File: config.mk
export PLATFORM = sky130hd
export DESIGN_NAME = ser_tx_core
export DESIGN_NICKNAME = d
export VERILOG_FILES = /design/src/rtl/ser_tx_pkg.sv /design/src/rtl/ser_tx_fmt.sv /design/src/rtl/ser_tx_hold.sv /design/src/rtl/ser_tx_seq.sv /design/src/rtl/ser_tx_core.sv
export SDC_FILE = /design/constraint.sdc
export NUM_CORES = 1
export LEC_CHECK = 0
export ABC_AREA = 1
export BUFFER_PORTS_ARGS = -buffer_cell sky130_fd_sc_hd__buf_4
export CAP_MARGIN = 10
export CORE_MARGIN = 10
export CORE_UTILIZATION = 60
export CTS_CLUSTER_SIZE = 16
export DETAILED_ROUTE_END_ITERATION = 10
export GPL_ROUTABILITY_DRIVEN = 0
export HOLD_SLACK_MARGIN = 0.06
export PLACE_DENSITY = 0.81
export SYNTH_ARGS = -nofsm -noshare
export SYNTH_HDL_FRONTEND = slang
export SYNTH_SLANG_ARGS = --single-unit
File: constraint.sdc
create_clock -name clk -period 4.6 [get_ports clk]
set_input_delay 0.69 -clock clk [delete_from_list [all_inputs] [get_ports clk]]
set_output_delay 0.69 -clock clk [all_outputs]
set_load 0.01 [all_outputs]
File: src/rtl/ser_tx_pkg.sv
package ser_tx_pkg;

  typedef enum logic [2:0] {
    ST_IDLE  = 3'd0,
    ST_START = 3'd1,
    ST_DATA  = 3'd2,
    ST_PAR   = 3'd3,
    ST_STOP  = 3'd4,
    ST_BRK   = 3'd5,
    ST_BSTOP = 3'd6
  } tx_state_e;

  typedef enum logic [1:0] {
    PM_ODD   = 2'b00,
    PM_EVEN  = 2'b01,
    PM_MARK  = 2'b10,
    PM_SPACE = 2'b11
  } par_mode_e;

endpackage

File: src/rtl/ser_tx_fmt.sv
module ser_tx_fmt import ser_tx_pkg::*; #(
  parameter int DATA_W = 8,
  parameter int OVS    = 16,
  parameter int CW     = 8,
  parameter int IW     = 4
) (
  input  logic [1:0]        wlen_code,
  input  logic              par_en,
  input  logic [1:0]        par_mode,
  input  logic              stop_sel,
  input  logic [DATA_W-1:0] word,
  output logic [IW-1:0]     nbits,
  output logic [CW-1:0]     stop_ticks,
  output logic [CW-1:0]     brk_ticks,
  output logic              par_bit
);

  localparam logic [CW-1:0] T_ONE  = CW'(OVS);
  localparam logic [CW-1:0] T_MID  = CW'(OVS + OVS / 2);
  localparam logic [CW-1:0] T_TWO  = CW'(2 * OVS);
  localparam logic [IW-1:0] N_MAX  = IW'(DATA_W);
  localparam logic [IW-1:0] N_MIN  = IW'(DATA_W - 3);

  logic ones_odd;

  always_comb begin
    nbits    = N_MAX - IW'(wlen_code);
    ones_odd = 1'b0;
    for (int i = 0; i < DATA_W; i++) begin
      if (IW'(i) < nbits) ones_odd = ones_odd ^ word[i];
    end
    case (par_mode_e'(par_mode))
      PM_ODD:  par_bit = ~ones_odd;
      PM_EVEN: par_bit = ones_odd;
      PM_MARK: par_bit = 1'b1;
      default: par_bit = 1'b0;
    endcase
    if (!stop_sel)                      stop_ticks = T_ONE;
    else if (nbits == N_MIN && !par_en) stop_ticks = T_MID;
    else if (nbits == N_MAX && par_en)  stop_ticks = T_ONE;
    else                                stop_ticks = T_TWO;
    brk_ticks = T_ONE * (CW'(nbits) + CW'(par_en) + CW'(1)) + stop_ticks;
  end

endmodule

File: src/rtl/ser_tx_hold.sv
module ser_tx_hold #(
  parameter int DATA_W = 8
) (
  input  logic              clk,
  input  logic              rst_n,
  input  logic              wr_en,
  input  logic [DATA_W-1:0] wr_data,
  input  logic              xfer,
  output logic [DATA_W-1:0] hold_q,
  output logic              hold_full
);

  logic              full_d;
  logic [DATA_W-1:0] data_d;

  always_comb begin
    full_d = hold_full;
    data_d = hold_q;
    if (wr_en) begin
      full_d = 1'b1;
      data_d = wr_data;
    end else if (xfer) begin
      full_d = 1'b0;
    end
  end

  always_ff @(posedge clk or negedge rst_n) begin
    if (!rst_n) begin
      hold_full <= 1'b0;
      hold_q    <= '0;
    end else begin
      hold_full <= full_d;
      hold_q    <= data_d;
    end
  end

  // a write always leaves the register occupied on the next cycle
  a_r6_write_fills: assert property (@(posedge clk) disable iff (!rst_n)
    wr_en |=> hold_full);

endmodule

File: src/rtl/ser_tx_seq.sv
module ser_tx_seq import ser_tx_pkg::*; #(
  parameter int DATA_W = 8,
  parameter int OVS    = 16,
  parameter int CW     = 8,
  parameter int IW     = 4,
  parameter int BW     = 3
) (
  input  logic              clk,
  input  logic              rst_n,
  input  logic              tick,
  input  logic              tx_en,
  input  logic              cts_n,
  input  logic              brk_req,
  input  logic              hold_full,
  input  logic [DATA_W-1:0] hold_q,
  input  logic [IW-1:0]     nbits,
  input  logic              par_en,
  input  logic [CW-1:0]     stop_ticks,
  input  logic [CW-1:0]     brk_ticks,
  input  logic              par_bit,
  output logic [DATA_W-1:0] shreg_q,
  output logic              xfer,
  output logic              txd,
  output logic              empty_evt
);

  localparam logic [CW-1:0] T_BIT = CW'(OVS);

  tx_state_e         state_q, state_d;
  logic [CW-1:0]     tcnt_q, tcnt_d, limit;
  logic [BW-1:0]     bidx_q, bidx_d;
  logic [DATA_W-1:0] shreg_d;
  logic              phase_end, try_start, last_bit;

  always_comb begin
    case (state_q)
      ST_STOP: limit = stop_ticks;
      ST_BRK:  limit = brk_ticks;
      default: limit = T_BIT;
    endcase
    phase_end = tick && (tcnt_q == limit - CW'(1));
    last_bit  = (IW'(bidx_q) == nbits - IW'(1));

    state_d   = state_q;
    tcnt_d    = tick ? tcnt_q + CW'(1) : tcnt_q;
    bidx_d    = bidx_q;
    shreg_d   = shreg_q;
    xfer      = 1'b0;
    try_start = (state_q == ST_IDLE);

    if (phase_end) begin
      tcnt_d = '0;
      case (state_q)
        ST_START: begin
          state_d = ST_DATA;
          bidx_d  = '0;
        end
        ST_DATA: begin
          if (last_bit) state_d = par_en ? ST_PAR : ST_STOP;
          else          bidx_d  = bidx_q + BW'(1);
        end
        ST_PAR:            state_d = ST_STOP;
        ST_STOP, ST_BSTOP: try_start = 1'b1;
        ST_BRK: begin
          if (brk_req) try_start = 1'b1;
          else         state_d   = ST_BSTOP;
        end
        default:           state_d = ST_IDLE;
      endcase
    end

    if (try_start) begin
      tcnt_d = '0;
      if (!cts_n && brk_req) begin
        state_d = ST_BRK;
      end else if (!cts_n && hold_full) begin
        state_d = ST_START;
        shreg_d = hold_q;
        xfer    = 1'b1;
      end else begin
        state_d = ST_IDLE;
      end
    end

    if (!tx_en) begin
      state_d = ST_IDLE;
      tcnt_d  = '0;
      xfer    = 1'b0;
    end
  end

  always_comb begin
    case (state_q)
      ST_START, ST_BRK: txd = 1'b0;
      ST_DATA:          txd = shreg_q[bidx_q];
      ST_PAR:           txd = par_bit;
      default:          txd = 1'b1;
    endcase
  end

  always_ff @(posedge clk or negedge rst_n) begin
    if (!rst_n) begin
      state_q   <= ST_IDLE;
      tcnt_q    <= '0;
      bidx_q    <= '0;
      shreg_q   <= '0;
      empty_evt <= 1'b0;
    end else begin
      state_q   <= state_d;
      tcnt_q    <= tcnt_d;
      bidx_q    <= bidx_d;
      shreg_q   <= shreg_d;
      empty_evt <= xfer;
    end
  end

  // a disabled transmitter shows mark on the following cycle
  a_r11_disable_mark: assert property (@(posedge clk) disable iff (!rst_n)
    !tx_en |=> txd);

endmodule

File: src/rtl/ser_tx_core.sv
module ser_tx_core #(
  parameter int DATA_W = 8,
  parameter int OVS    = 16
) (
  input  logic              clk,
  input  logic              rst_n,
  input  logic              tick16,
  input  logic              tx_en,
  input  logic              cts_n,
  input  logic              brk_req,
  input  logic              wr_en,
  input  logic [DATA_W-1:0] wr_data,
  input  logic [1:0]        cfg_wlen,
  input  logic              cfg_par_en,
  input  logic [1:0]        cfg_par_mode,
  input  logic              cfg_stop2,
  output logic              txd,
  output logic              hold_empty,
  output logic              empty_evt
);

  localparam int CW = $clog2(OVS * (DATA_W + 4) + 1);
  localparam int IW = $clog2(DATA_W + 1);
  localparam int BW = (DATA_W > 1) ? $clog2(DATA_W) : 1;

  logic [1:0]        rst_pipe;
  logic              rst_sync_n;
  logic [DATA_W-1:0] hold_q, shreg_q;
  logic              hold_full, xfer, par_bit;
  logic [IW-1:0]     nbits;
  logic [CW-1:0]     stop_ticks, brk_ticks;

  always_ff @(posedge clk or negedge rst_n) begin
    if (!rst_n) rst_pipe <= 2'b00;
    else        rst_pipe <= {rst_pipe[0], 1'b1};
  end
  assign rst_sync_n = rst_pipe[1];

  ser_tx_hold #(.DATA_W(DATA_W)) u_hold (
    .clk(clk), .rst_n(rst_sync_n), .wr_en(wr_en), .wr_data(wr_data),
    .xfer(xfer), .hold_q(hold_q), .hold_full(hold_full)
  );

  ser_tx_fmt #(.DATA_W(DATA_W), .OVS(OVS), .CW(CW), .IW(IW)) u_fmt (
    .wlen_code(cfg_wlen), .par_en(cfg_par_en), .par_mode(cfg_par_mode),
    .stop_sel(cfg_stop2), .word(shreg_q), .nbits(nbits),
    .stop_ticks(stop_ticks), .brk_ticks(brk_ticks), .par_bit(par_bit)
  );

  ser_tx_seq #(.DATA_W(DATA_W), .OVS(OVS), .CW(CW), .IW(IW), .BW(BW)) u_seq (
    .clk(clk), .rst_n(rst_sync_n), .tick(tick16), .tx_en(tx_en),
    .cts_n(cts_n), .brk_req(brk_req), .hold_full(hold_full), .hold_q(hold_q),
    .nbits(nbits), .par_en(cfg_par_en), .stop_ticks(stop_ticks),
    .brk_ticks(brk_ticks), .par_bit(par_bit), .shreg_q(shreg_q),
    .xfer(xfer), .txd(txd), .empty_evt(empty_evt)
  );

  assign hold_empty = ~hold_full;

  // the empty event coincides with the first cycle of a start bit
  a_r6_evt_on_start: assert property (@(posedge clk) disable iff (!rst_sync_n)
    empty_evt |-> !txd);

  // no byte leaves the holding register unless clear to send
  a_r8_evt_needs_cts: assert property (@(posedge clk) disable iff (!rst_sync_n)
    empty_evt |-> $past(!cts_n));

endmodule

# [Word level (Yosys, flattened, before mapping)]
# Index checks and enable logic that the tools add are counted.
[word_totals] ram_bits=0 latch_bits=0 inputBits=21 output_inout_bits=3 wordCells=109 mem_count=0 rom_bits=0 register_bits=34
[op_classes] eq_ne=18 shift=0 n_lt_le_gt_ge=9 bitwise_logic=10 multipliers=0 addsub=8 n_mux=40 reduce_logical=16 div_mod_pow=0
[op_table] operator="$mux W8" n=6
[op_table] operator="$mux W3" n=8
[op_table] operator="$mux W1" n=18
[op_table] operator="$lt A3 B4 Y1 const A" n=4
[op_table] operator="$pmux W8 S2" n=1
[op_table] operator="$pmux W3 S5" n=1
[op_table] operator="$eq A3 B3 Y1 const B" n=3
[op_table] operator="$add A8 B1 Y8 const B" n=1
[op_table] operator="$add A8 B8 Y8" n=1
[op_table] operator="$eq A8 B8 Y1" n=1
[op_table] operator="$lt A1 B4 Y1 const A" n=2
[op_table] operator="$lt A2 B4 Y1 const A" n=2
[op_table] operator="$ne A4 B2 Y1 const B" n=2
[op_table] operator="$sub A8 B1 Y8 const B" n=1
[op_table] operator="$xor A1 B1 Y1" n=7
[op_table] operator="$eq A3 B2 Y1 const B" n=2
[op_table] operator="$mux W6" n=1
[op_table] operator="$pmux W1 S3" n=2
[op_table] operator="$pmux W3 S2" n=1
[op_table] operator="$reduce_and A3 Y1" n=2
[op_table] operator="$logic_and A1 B1 Y1" n=5
[op_table] operator="$add A4 B1 Y4" n=1
[op_table] operator="$add A4 B1 Y4 const B" n=1
[op_table] operator="$eq A3 B4 Y1" n=1
[op_table] operator="other kinds (22)" n=27

# [Logic depth before layout (Yosys ltp)]
# Gate-level depths: netlist of the first run.
[logic_depth] word_depth=20 depth_mapped=25 ltp_nobuf=25

# [Cells and area by module]
# A second synthesis of the first run with hierarchy kept.
[unflattened] hier_cells=400 area_unflattened_um2=2721.4
[by_module_without_submodules] mod="ser_tx_seq" n_inst=1 cells_each=284 seq_area_each_um2=575.6 area_each_um2=1866.8
[by_module_without_submodules] mod="ser_tx_fmt" n_inst=1 cells_each=74 seq_area_each_um2=0.0 area_each_um2=455.4
[by_module_without_submodules] mod="ser_tx_hold" n_inst=1 cells_each=38 seq_area_each_um2=225.2 area_each_um2=341.6
[by_module_without_submodules] mod="ser_tx_core" n_inst=1 cells_each=4 seq_area_each_um2=50.0 area_each_um2=57.6

# [Least setup slack after synthesis of the first run]
# Ideal clock, no wire load.
[synth_path] path_kind="input to register" startpoint="input port cfg_wlen[0]" endpoint="register u_seq.shreg_q[7]" arrival_time_ps=3124 setup_time_ps=117 n_path_buf=1 path_slack_ps=1359 cell_stages=21 required_time_ps=4483 path_cell_list="inv_1 -> ha_1 -> inv_1 -> fa_1 -> inv_1 -> fa_1 -> nand2_1 -> inv_1 -> nor2_1 -> nand2_1 -> xor2_1 -> inv_1 -> nand2_1 -> nand2_2 -> nand2_2 -> nand2_4 -> nand2_4 -> nand2_4 -> buf_12 -> nand2_2 -> o21ai_2"
[synth_via] elab_chain_cells=13 word_cells_on_any_way=17 cone_classes="add/sub (5); eq/ne (3); mux (5); reduce/logical (4)"
[synth_rtl] item="start: declaration" line_no="ser_tx_core.sv:13" source="input logic [1:0] cfg_wlen,"
[synth_rtl] item="$sub A4 B2 Y4 (*)" line_no="ser_tx_fmt.sv:27" source="nbits = N_MAX - IW'(wlen_code);"
[synth_rtl] item="parallel branches: the longest is 6 deep, another holds $add A8 B8 Y8"
[synth_rtl] item="$pmux W8 S2 (*)" line_no="ser_tx_seq.sv:36" source="case (state_q)"
[synth_rtl] item="$sub A8 B1 Y8 (*)" line_no="ser_tx_seq.sv:41" source="phase_end = tick && (tcnt_q == limit - CW'(1));"
[synth_rtl] item="$eq A8 B8 Y1 (*)" line_no="ser_tx_seq.sv:41"
[synth_rtl] item="$logic_and A1 B1 Y1 (*)" line_no="ser_tx_seq.sv:41"
[synth_rtl] item="$mux W1 (*)" line_no="ser_tx_seq.sv:51" source="if (phase_end) begin"
[synth_rtl] item="$reduce_and A3 Y1 (no line) (*)"
[synth_rtl] item="end signal: assignment" line_no="ser_tx_seq.sv:112" source="shreg_q <= shreg_d;"
[synth_rtl] item="end: declaration" line_no="ser_tx_seq.sv:21" source="output logic [DATA_W-1:0] shreg_q,"
# Mark *: on every way between the ends.
# A chain may end at the register's enable or synchronous reset.

# [Final worst setup path of the first run]
[layout_path] startpoint="input port cfg_wlen[0]" endpoint="register u_seq.state_q[0]"
[layout_via] elab_chain_cells=14 word_cells_on_any_way=25 cone_classes="add/sub (6); eq/ne (8); mux (7); reduce/logical (4)"
[layout_rtl] item="$sub A4 B2 Y4 (*)" line_no="ser_tx_fmt.sv:27"
[layout_rtl] item="parallel branches: the longest is 13 deep, another holds $add A8 B8 Y8"
[layout_rtl] item="end signal: assignment" line_no="ser_tx_seq.sv:109" source="state_q <= state_d;"
[layout_rtl] item="end: declaration" line_no="ser_tx_seq.sv:29" source="tx_state_e state_q, state_d;"
# Marked as above.

==> results of run 1 <==
-- report_power, final --
group | leakage [nW] | switching (mW) | total (mW) | internal (mW)
Combinational | 0.849 | 0.235 | 0.398 | 0.164
Sequential | 0.428 | 0.0545 | 0.404 | 0.349
Clock | 0.0472 | 0.103 | 0.223 | 0.120
Total | 1.32 | 0.393 | 1.03 | 0.633
-- worst min path at each step --
stage | startpoint | endpoint | slack [ps] | cells after the start
3_3_place_gp | rst_pipe[1] | u_seq.tcnt_q[0] | 160 | 0
4_1_cts | rst_n | rst_pipe[1] | 170 | 1
5_1_grt | rst_n | rst_pipe[0] | 160 | 1
3_5_place_dp | rst_pipe[1] | u_seq.tcnt_q[0] | 180 | 0
6_report | rst_pipe[1] | u_seq.tcnt_q[3] | 150 | 0
2_1_floorplan | rst_pipe[0] | rst_pipe[1] | 330 | 0
-- Yosys cell counts --
| cell | instances |
|---|---|
| or2_2 | 1 |
| inv_1 | 49 |
| nor2_2 | 1 |
| nor3b_2 | 1 |
| ha_1 | 9 |
| nor2_8 | 1 |
| dfrtp_1 | 34 |
| mux2i_1 | 1 |
| o21ai_1 | 2 |
| nand2_4 | 4 |
| a21oi_1 | 4 |
| nand3b_1 | 2 |
| nand4_1 | 4 |
| nor2_1 | 32 |
| nand3_1 | 18 |
| nand2_2 | 10 |
| a21oi_2 | 1 |
| nor2_4 | 2 |
| xnor2_1 | 5 |
| buf_12 | 1 |
| nand3_2 | 1 |
| xor2_1 | 9 |
| a211oi_1 | 1 |
| inv_2 | 3 |
| fa_1 | 2 |
| nor3_1 | 2 |
| nand2_1 | 68 |
| conb_1 | 1 |
| o22ai_1 | 1 |
| o32ai_1 | 1 |
| clkbuf_1 | 1 |
| o21ai_0 | 20 |
| o21ai_2 | 8 |
-- per-layer routing --
metal	share of wire	GRT usage	vias to the layer above
li1	-	-	991
met1	0.49	0.1822	852
met2	0.44	0.2234	42
met3	0.069	0.03493	6
met4	0.0097	0.04592	0
met5	0	0	-
-- kinds of logic (layout without fill, tap and decap cells) --
family          Yosys count  in the layout  share of synthesized area
buf+inv                  54             84                    0.09558
simple gates            147            147                     0.3058
xor+xnor                 14             14                    0.05352
mux                       1              1                   0.004369
flops                    34             34                     0.3714
other cells               1              1                   0.001637
compound gates           38             38                     0.1010
fa+ha+maj                11             11                    0.06663
-- sequential cells by signal (all words and copies together), names as in the netlist --
name              flops
u_seq.empty_evt       1
u_seq.shreg_q         8
u_hold.hold_full      1
rst_pipe              2
u_seq.tcnt_q          8
u_hold.hold_q         8
u_seq.state_q         3
u_seq.bidx_q          3
-- area by class of cell --
type | count | area, um^2 | share of cell area
well taps | 48 | 60.06 | 0.02308
clock inverters | 2 | 12.51 | 0.004808
multi-input cells | 212 | 1221 | 0.4692
flip-flops and latches | 34 | 850.8 | 0.3269
clock buffers | 6 | 82.58 | 0.03173
repair buffers | 24 | 180.2 | 0.06923
inverters | 52 | 195.2 | 0.07500
-- per-stage QoR --
step                      setup slack (ps)  utilization
final                                 1338       0.7056
after global routing                 933.0       0.7056
after CTS                             1328       0.7056
after detailed placement              1039       0.6798
after global placement                1130       0.6798
after floorplan                       1359            -
==> results.toml, run 1 <==
[run_status]
status = "finished, final reports clean"

[sta]
max_freq_mhz = 306.5
period_needed_ps = 3262
final-setup-viol-count = 0
rsz0062_at_grt = "no"
hold_violations = 0
setup_tns_ps = 0
finClkSkew_ps = 7.854
whs_ps = 151.8
fin_crit_sh = 0.7092
slew_violations = 0

[clock_tree]
postCtsSetupBuffers = 0
numClockSinks = 34
clock-root-buffer = "clkbuf_8"
cts_buffer_depth = 2
clk_latency_ps = 290
cts_tree = "yes"
post_cts_resized = 0
clk_pin_slew_worst_paths_ps = 70
htreeDepth = 2
cts_hold_buf = 0
cts_made_buffers = 5

[drt]
vias = 1891
drtAntennaViolNets = 0
drt-wirelength-per-cell_um = 11.51
routed_wl_um = 4351
dr.pass1.iters = 4
drc = 0
drt_iter0_markers = 127
vias_per_cell = 5.003

[synth]
synthesis.nets = 332
ys_seq_area_frac = 0.3714
synth_largest_area_cell = "dfrtp_1"
synth.distinct_cells = 33
synth_area_per_cell_um2 = 7.636
ys_ff_latch = 34
syn_inst = 300
yosysWarnings = 0
yosys-top-cells-area = "dfrtp_1 37%, nand2_1 11%, inv_1 8.0%"
synth_top_area_frac = 0.3714
syn_area_um2 = 2291

[power_and_ir_drop]
p_per_area_nw_per_um2 = 394.1
leakage_nw = 1.324
ir_drop_v = 0.0002482
power_mw = 1.026

[placement]
port_buffers = 23
dpl-instance-area_um2 = 2507
dp.cells = 370
hpwl_um = 3474

[setup_path]
arrival_ps = 3490
r2r_cells = 15
cp-start-kind = "input pin"
r2r_start = "u_seq.state_q[1]"
crit_path_frequent_cell = "nand2_1"
cp_num_buf_inv = 6
cp_cell_sequence = "buf_4 > inv_1 > ha_1 > inv_1 > fa_1 > inv_1 > fa_1 > nand2_1 > inv_1 > nor2_1 > nand2_1 > xor2_1 > inv_1 > nand2_1 > nand2_2 > nand2_2 > nand2_2 > nand2_2 > nand2_1 > nor2_1 > nand2_1 > nand2_1"
max_stage_delay_ps = 500
r2r_end = "u_seq.bidx_q[2]"
worstSetupStartpoint = "cfg_wlen[0]"
r2r_slack_ps = 1990
cp.required_ps = 4830
slowest_stage = "fa_1"
setup.worst_path.end = "u_seq.state_q[0]"
critPathMaxFanout = 4
end_kind = "flop"
critPathKind = "in -> reg"
cp_top_family = "adder cells"
cp.depth = 22

[final_layout]
instances_no_fill = 378
fillers = 314
drive_above_1_share = 0.1970
stdcell_area_um2 = 2603
nets = 361
num_antenna_cells = 0
final_cell_mix = "68 x nand2_1, 49 x inv_1, 34 x dfrtp_1"
syn_to_final_growth_pct = 13.60
layout_commonest_cell = "nand2_1"

[grt]
grt_pass1_wl_um = 7603
grt_max_degree = 24
antenna_found_initial = 0
overflow = 0
grt_usage = 0.1402
first_global_vias = 1772

[die]
io_pins = 24
die_y_um = 81.79
coreArea_um2 = 3689
core.rowCount = 22
start_util = 0.6211
die_w_um = 81.79
dieArea_um2 = 6690

[run]
maxCapViolations = 0

[worst_hold_path]
hp-class = "reg -> async"
Note: power is estimated with default switching activity, not from simulation.
==> inputs of run 2 (changes only) <==
--- a/config.mk
+++ b/config.mk
@@ -5,16 +5,16 @@
 export SDC_FILE = /design/constraint.sdc
 export NUM_CORES = 1
 export LEC_CHECK = 0
-export ABC_AREA = 1
+export ABC_AREA = 0
 export BUFFER_PORTS_ARGS = -buffer_cell sky130_fd_sc_hd__buf_4
 export CAP_MARGIN = 10
 export CORE_MARGIN = 10
-export CORE_UTILIZATION = 60
+export CORE_UTILIZATION = 58
 export CTS_CLUSTER_SIZE = 16
 export DETAILED_ROUTE_END_ITERATION = 10
 export GPL_ROUTABILITY_DRIVEN = 0
 export HOLD_SLACK_MARGIN = 0.06
-export PLACE_DENSITY = 0.81
+export PLACE_DENSITY = 0.79
 export SYNTH_ARGS = -nofsm -noshare
 export SYNTH_HDL_FRONTEND = slang
 export SYNTH_SLANG_ARGS = --single-unit
==> constraint.sdc (replaced) <==
create_clock -name clk -period 3.19 [get_ports clk]
set_input_delay 0.4785 -clock clk [delete_from_list [all_inputs] [get_ports clk]]
set_output_delay 0.4785 -clock clk [all_outputs]
set_load 0.01 [all_outputs]
==> run 2 against run 1 <==
Net effect:
- the flow now finishes with violations (negative setup slack)
- cell count down 20%
- clock skew is 4.1 ps lower
- clock power grew 120%
- sequential share of layout area decreased by 2.7 points
- flip-flop and latch count is the same
- register-to-register slack got worse by 1700 ps
- area after synthesis is 7.0% lower
- critical path type unchanged
==> results.toml, run 2 <==
[setup_path]
cp_cell_sequence = "buf_12 > inv_16 > ha_4 > inv_2 > fa_1 > inv_2 > fa_2 > xnor2_2 > nor3_1 > o2111a_1 > o21ai_1 > o31a_1 > nor4_4 > buf_4 > mux2_4"
cp_top_family = "adder cells"
crit_path_frequent_cell = "inv_2"
cp_num_buf_inv = 5
critPathMaxFanout = 4
arrival_ps = 3560
critPathKind = "in -> reg"
cp.required_ps = 3380
max_stage_delay_ps = 510
r2r_slack_ps = 310
r2r_start = "u_seq.state_q[2]"
cp-start-kind = "input pin"
cp.depth = 15
slowest_stage = "fa_1"
r2r_cells = 11
r2r_end = "u_seq.shreg_q[0]"
end_kind = "flop"

[clock_tree]
cts_tree = "yes"
clk_latency_ps = 290
htreeDepth = 2
cts_buffer_depth = 2
cts_made_buffers = 5
clock-root-buffer = "clkbuf_8"
numClockSinks = 34
clk_pin_slew_worst_paths_ps = 80

[die]
die_w_um = 80.60
io_pins = 24
dieArea_um2 = 6496
coreArea_um2 = 3442
core.rowCount = 21
start_util = 0.6187
die_y_um = 80.60

[synth]
netlist_top_cells_count = "34 x dfrtp_1, 21 x nor2_1, 17 x mux2_2"
synth.distinct_cells = 50
synth_area_per_cell_um2 = 10.49
synth.most_common_cell = "dfrtp_1"
yosys-top-cells-area = "dfrtp_1 40%, mux2_2 9.0%, xnor2_1 6.2%"
synthesis.nets = 235
syn_area_um2 = 2130
ys_ff_latch = 34
synth_top_area_frac = 0.3995
synth-async-reset-ratio = 1.000
synth_largest_area_cell = "dfrtp_1"
synthFlopType = "dfrtp_1"
yosysWarnings = 0
synth-edff-count = 0
ys_seq_area_frac = 0.3995
syn_inst = 203

[final_layout]
layout_commonest_cell = "buf_4"
fillers = 193
syn_to_final_growth_pct = 33.43
stdcell_area_um2 = 2841
nets = 287
instances_no_fill = 302
num_antenna_cells = 0
top_regs = "u_hold.hold_q: 8 flops, u_seq.shreg_q: 8 flops, u_seq.tcnt_q: 8 flops"
final_cell_mix = "45 x buf_4, 34 x dfrtp_1, 21 x nor2_1"
drive_above_1_share = 0.3945

[grt]
first_global_vias = 1955
grt_pass1_wl_um = 9259
grt_max_degree = 33
grt_usage = 0.1821
antenna_found_initial = 0
overflow = 0

[drt]
drt-wirelength-per-cell_um = 18.37
drtAntennaViolNets = 0
routed_wl_um = 5548
dr.pass1.iters = 4
vias = 1794
vias_per_cell = 5.940
drc = 0
drt_iter0_markers = 168

[placement]
hpwl_um = 4031
dp.cells = 290
dpl-instance-area_um2 = 2589
port_buffers = 23

[run_status]
status = "complete, but fails checks"
violations = "negative setup slack"

[sta]
fin_crit_sh = 1.057
final-setup-viol-count = 14
finClkSkew_ps = 3.767
rsz0062_at_grt = "yes"
whs_ps = 271.0
worst_slack_ps = -182.2
max_freq_mhz = 296.5
slew_violations = 0
period_needed_ps = 3372
hold_violations = 0

[power_and_ir_drop]
ir_drop_v = 0.0004307
power_mw = 1.389
leakage_nw = 1.250
p_per_area_nw_per_um2 = 488.7

[worst_hold_path]
hp-class = "reg -> async"

[run]
maxCapViolations = 0
-- run 2: per-stage QoR --
stage / utilization / setup TNS, ps / setup slack (ps)
3_3_place_gp: 0.7521 / -7933 / -444.1
2_1_floorplan: - / -3522 / -372.5
4_1_cts: 0.8186 / -1585 / -156.6
6_report: 0.8255 / -1779 / -182.2
5_1_grt: 0.8255 / -3415 / -272.0
3_5_place_dp: 0.7521 / -9210 / -499.6
-- run 2: logic make-up after synthesis --
group	synth area share
adders and majority gates	0.07168
other	0.001761
DFF	0.3995
AOI/OAI and AO/OA	0.09519
buffers and inverters	0.03937
muxes	0.1251
xor gates and xnor gates	0.09460
and+or+nand+nor	0.1727
-- run 2: repair_timing --
item                                    4_1_cts  5_1_grt
gates cloned                                  1        0
buffers inserted                              3        0
hold endpoints to repair                      2        0
endpoints found under the setup margin       20       24
resized for setup                            15        4
hold buffers                                  1        0
pin swaps                                     0        2
-- run 2: cell type report --
class | count | area, um^2 | area share
Multi-Input combinational cell | 150 | 1320 | 0.4646
Sequential cell | 34 | 850.8 | 0.2994
Timing Repair Buffer | 50 | 401.6 | 0.1413
Inverter | 14 | 73.82 | 0.02598
Clock buffer | 5 | 68.82 | 0.02422
Clock inverter | 3 | 68.82 | 0.02422
Tap cell | 46 | 57.56 | 0.02026
-- run 2: how the worst max path moves through the flow --
| stage | from | end |
|---|---|---|
| 2_1_floorplan | cfg_wlen[0] | u_seq.shreg_q[0] |
| 3_3_place_gp | cfg_wlen[0] | u_seq.shreg_q[6] |
| 4_1_cts | cfg_wlen[0] | u_seq.shreg_q[4] |
| 3_5_place_dp | cfg_wlen[0] | u_seq.shreg_q[4] |
| 5_1_grt | cfg_wlen[0] | u_seq.shreg_q[4] |
| 6_report | cfg_wlen[0] | u_seq.shreg_q[0] |
-- run 2: metal layers --
metal,global-route usage,wire length [um],vias to the layer above
met3,0.04900,283,18
li1,-,-,823
met2,0.3288,2927,68
met1,0.1937,2208,885
met5,0,0,-
met4,0.07570,129,0
-- run 2: power breakdown --
| part | switching (mW) | leakage, nW | internal, mW |
|---|---|---|---|
| logic | 0.168 | 0.759 | 0.211 |
| registers | 0.0436 | 0.423 | 0.477 |
| clock network | 0.176 | 0.0683 | 0.313 |
| total | 0.388 | 1.25 | 1.00 |
==> inputs of run 3 (changes only) <==
--- a/config.mk
+++ b/config.mk
@@ -8,6 +8,7 @@
 export ABC_AREA = 0
 export BUFFER_PORTS_ARGS = -buffer_cell sky130_fd_sc_hd__buf_4
 export CAP_MARGIN = 10
+export CORE_ASPECT_RATIO = 0.7
 export CORE_MARGIN = 10
 export CORE_UTILIZATION = 58
 export CTS_CLUSTER_SIZE = 16
==> run 3 against run 2 <==
Net effect:
- the run still ends with negative setup slack left
- combinational power increased by 12%
- final area is 4.6% higher
- clock power fell by 13%
- sequential power is 4.4% higher
- count of clock-buffer cells in the layout grew 1
- non-clock buffer count rose by 3
- critical endpoint is now u_seq.state_q[2]
- largest cell class unchanged
- largest power group unchanged
==> results.toml, run 3 (synthesis gave the netlist of run 2 again) <==
[run_status]
status = "complete, but fails checks"
violations = "negative setup slack"

[final_layout]
top_regs = "u_hold.hold_q: 8 flops, u_seq.shreg_q: 8 flops, u_seq.tcnt_q: 8 flops"
layout_commonest_cell = "buf_4"
nets = 290
fin_util = 0.8404
num_antenna_cells = 0
syn_to_final_growth_pct = 39.54
fillers = 173
final_cell_mix = "45 x buf_4, 34 x dfrtp_1, 12 x xnor2_1, 12 x nor2_1"
drive_above_1_share = 0.4690

[setup_path]
cp.required_ps = 3390
crit_path_frequent_cell = "inv_2"
worstSetupStartpoint = "cfg_wlen[0]"
cp_num_buf_inv = 4
end_kind = "flop"
critPathKind = "in -> reg"
arrival_ps = 3820
r2r_cells = 11
cp_cell_sequence = "buf_12 > inv_16 > ha_4 > inv_2 > fa_1 > inv_2 > fa_2 > xnor2_4 > o21a_1 > a311oi_2 > o21ai_0 > or4_1 > and4_1 > o32ai_1"
slowest_stage = "or4_1"
max_stage_delay_ps = 590
cp_top_family = "adder cells"
r2r_start = "u_seq.state_q[1]"
critPathMaxFanout = 4
cp-start-kind = "input pin"
cp.depth = 14

[clock_tree]
clk_latency_ps = 310
htreeDepth = 2
clock-root-buffer = "clkbuf_8"
cts_made_buffers = 5
cts_buffer_depth = 2
numClockSinks = 34
clk_pin_slew_worst_paths_ps = 70
cts_tree = "yes"

[drt]
drt_iter0_markers = 360
vias_per_cell = 6.695
drc = 0
dr.pass1.iters = 6
routed_wl_um = 7493
vias = 2062
drt-wirelength-per-cell_um = 24.33
drtAntennaViolNets = 0

[grt]
grt_pass1_wl_um = 10180
grt_usage = 0.1956
antenna_found_initial = 0
grt_max_degree = 24
overflow = 0
first_global_vias = 2017

[power_and_ir_drop]
leakage_nw = 1.290
p_per_area_nw_per_um2 = 468.1
ir_drop_v = 0.0004905

[sta]
slew_violations = 0
relSlewSlack = 0.3388
rsz0062_at_grt = "yes"
period_needed_ps = 3620
final-setup-viol-count = 24
worst_slack_ps = -430.4
whs_ps = 356.2
fin_crit_sh = 1.135
hold_violations = 0
finClkSkew_ps = 16.49
max_freq_mhz = 276.2
tightest_slew_ps = 991.7

[placement]
hpwl_um = 4040
port_buffers = 23

[worst_hold_path]
hp-class = "reg -> reg"
min_path_cells = 0
min_from = "rst_pipe[0]"

[die]
coreArea_um2 = 3536
die_y_um = 70.70
start_util = 0.6023
io_pins = 24
core.rowCount = 18
die_w_um = 92.43
dieArea_um2 = 6534

[run]
maxCapViolations = 0
[run 3: cell count changes in the layout (fill, tap and decap cells not counted), moves of 3 or more]
cell    before  now
nor2_2       0    7
nor2_1      21   12
mux2_2      14   10
mux2_4       3    7
buf_6        3    6
[run 3: final timing paths]
check	endpoint	slack (ps)
worst max-delay path	u_seq.state_q[2]	-430
worst min-delay path	rst_pipe[1]	360
worst max register to register	u_seq.state_q[2]	-100
worst min register to register	rst_pipe[1]	360
max in group asynchronous	u_seq.shreg_q[5]	2050
min in group asynchronous	u_hold.hold_q[2]	400
[run 3: power by group]
group | leakage [nW] | total [mW] | switching, mW | internal [mW]
combinational | 0.809 | 0.423 | 0.195 | 0.228
sequential | 0.423 | 0.544 | 0.0669 | 0.477
clock | 0.0573 | 0.424 | 0.174 | 0.250
[run 3: cell type report]
cell class | instances | area [um^2] | share of cell area
multi-input cells | 150 | 1436 | 0.4834
flip-flops and latches | 34 | 850.8 | 0.2863
repair buffers | 53 | 435.4 | 0.1465
clock buffers | 6 | 82.58 | 0.02779
inverters | 14 | 73.82 | 0.02484
well taps | 50 | 62.56 | 0.02105
clock inverters | 1 | 30.03 | 0.01011
[run 3: routing by layer]
| layer | wire (um) | track usage |
|---|---|---|
| met5 | 0 | 0 |
| met4 | 482 | 0.09898 |
| met2 | 3352 | 0.3250 |
| met1 | 2816 | 0.2268 |
| met3 | 841 | 0.05585 |
[run 3: what timing repair did]
item | 4_1_cts | 5_1_grt
hold buffers | 1 | 0
hold endpoints to repair | 2 | 0
endpoints found under the setup margin | 23 | 24
gates resized for setup | 15 | 38
buffers inserted | 7 | 2
pin swaps | 4 | 13
gates cloned | 1 | 0
[run 3: metrics by stage]
| stage | area (um^2) | setup TNS, ps | setup slack (ps) | power (mW) | cells |
|---|---|---|---|---|---|
| 2_1_floorplan | 2217 | -3522 | -372.5 | 0.7702 | 203 |
| 4_1_cts | 2815 | -1336 | -140.4 | 1.310 | 307 |
| 6_report | 2972 | -5198 | -430.4 | 1.391 | 308 |
| 3_3_place_gp | 2571 | -8216 | -447.8 | 0.8614 | 291 |
| 3_5_place_dp | 2571 | -10080 | -541.1 | 0.8875 | 291 |
| 5_1_grt | 2972 | -7619 | -500.3 | 1.428 | 308 |
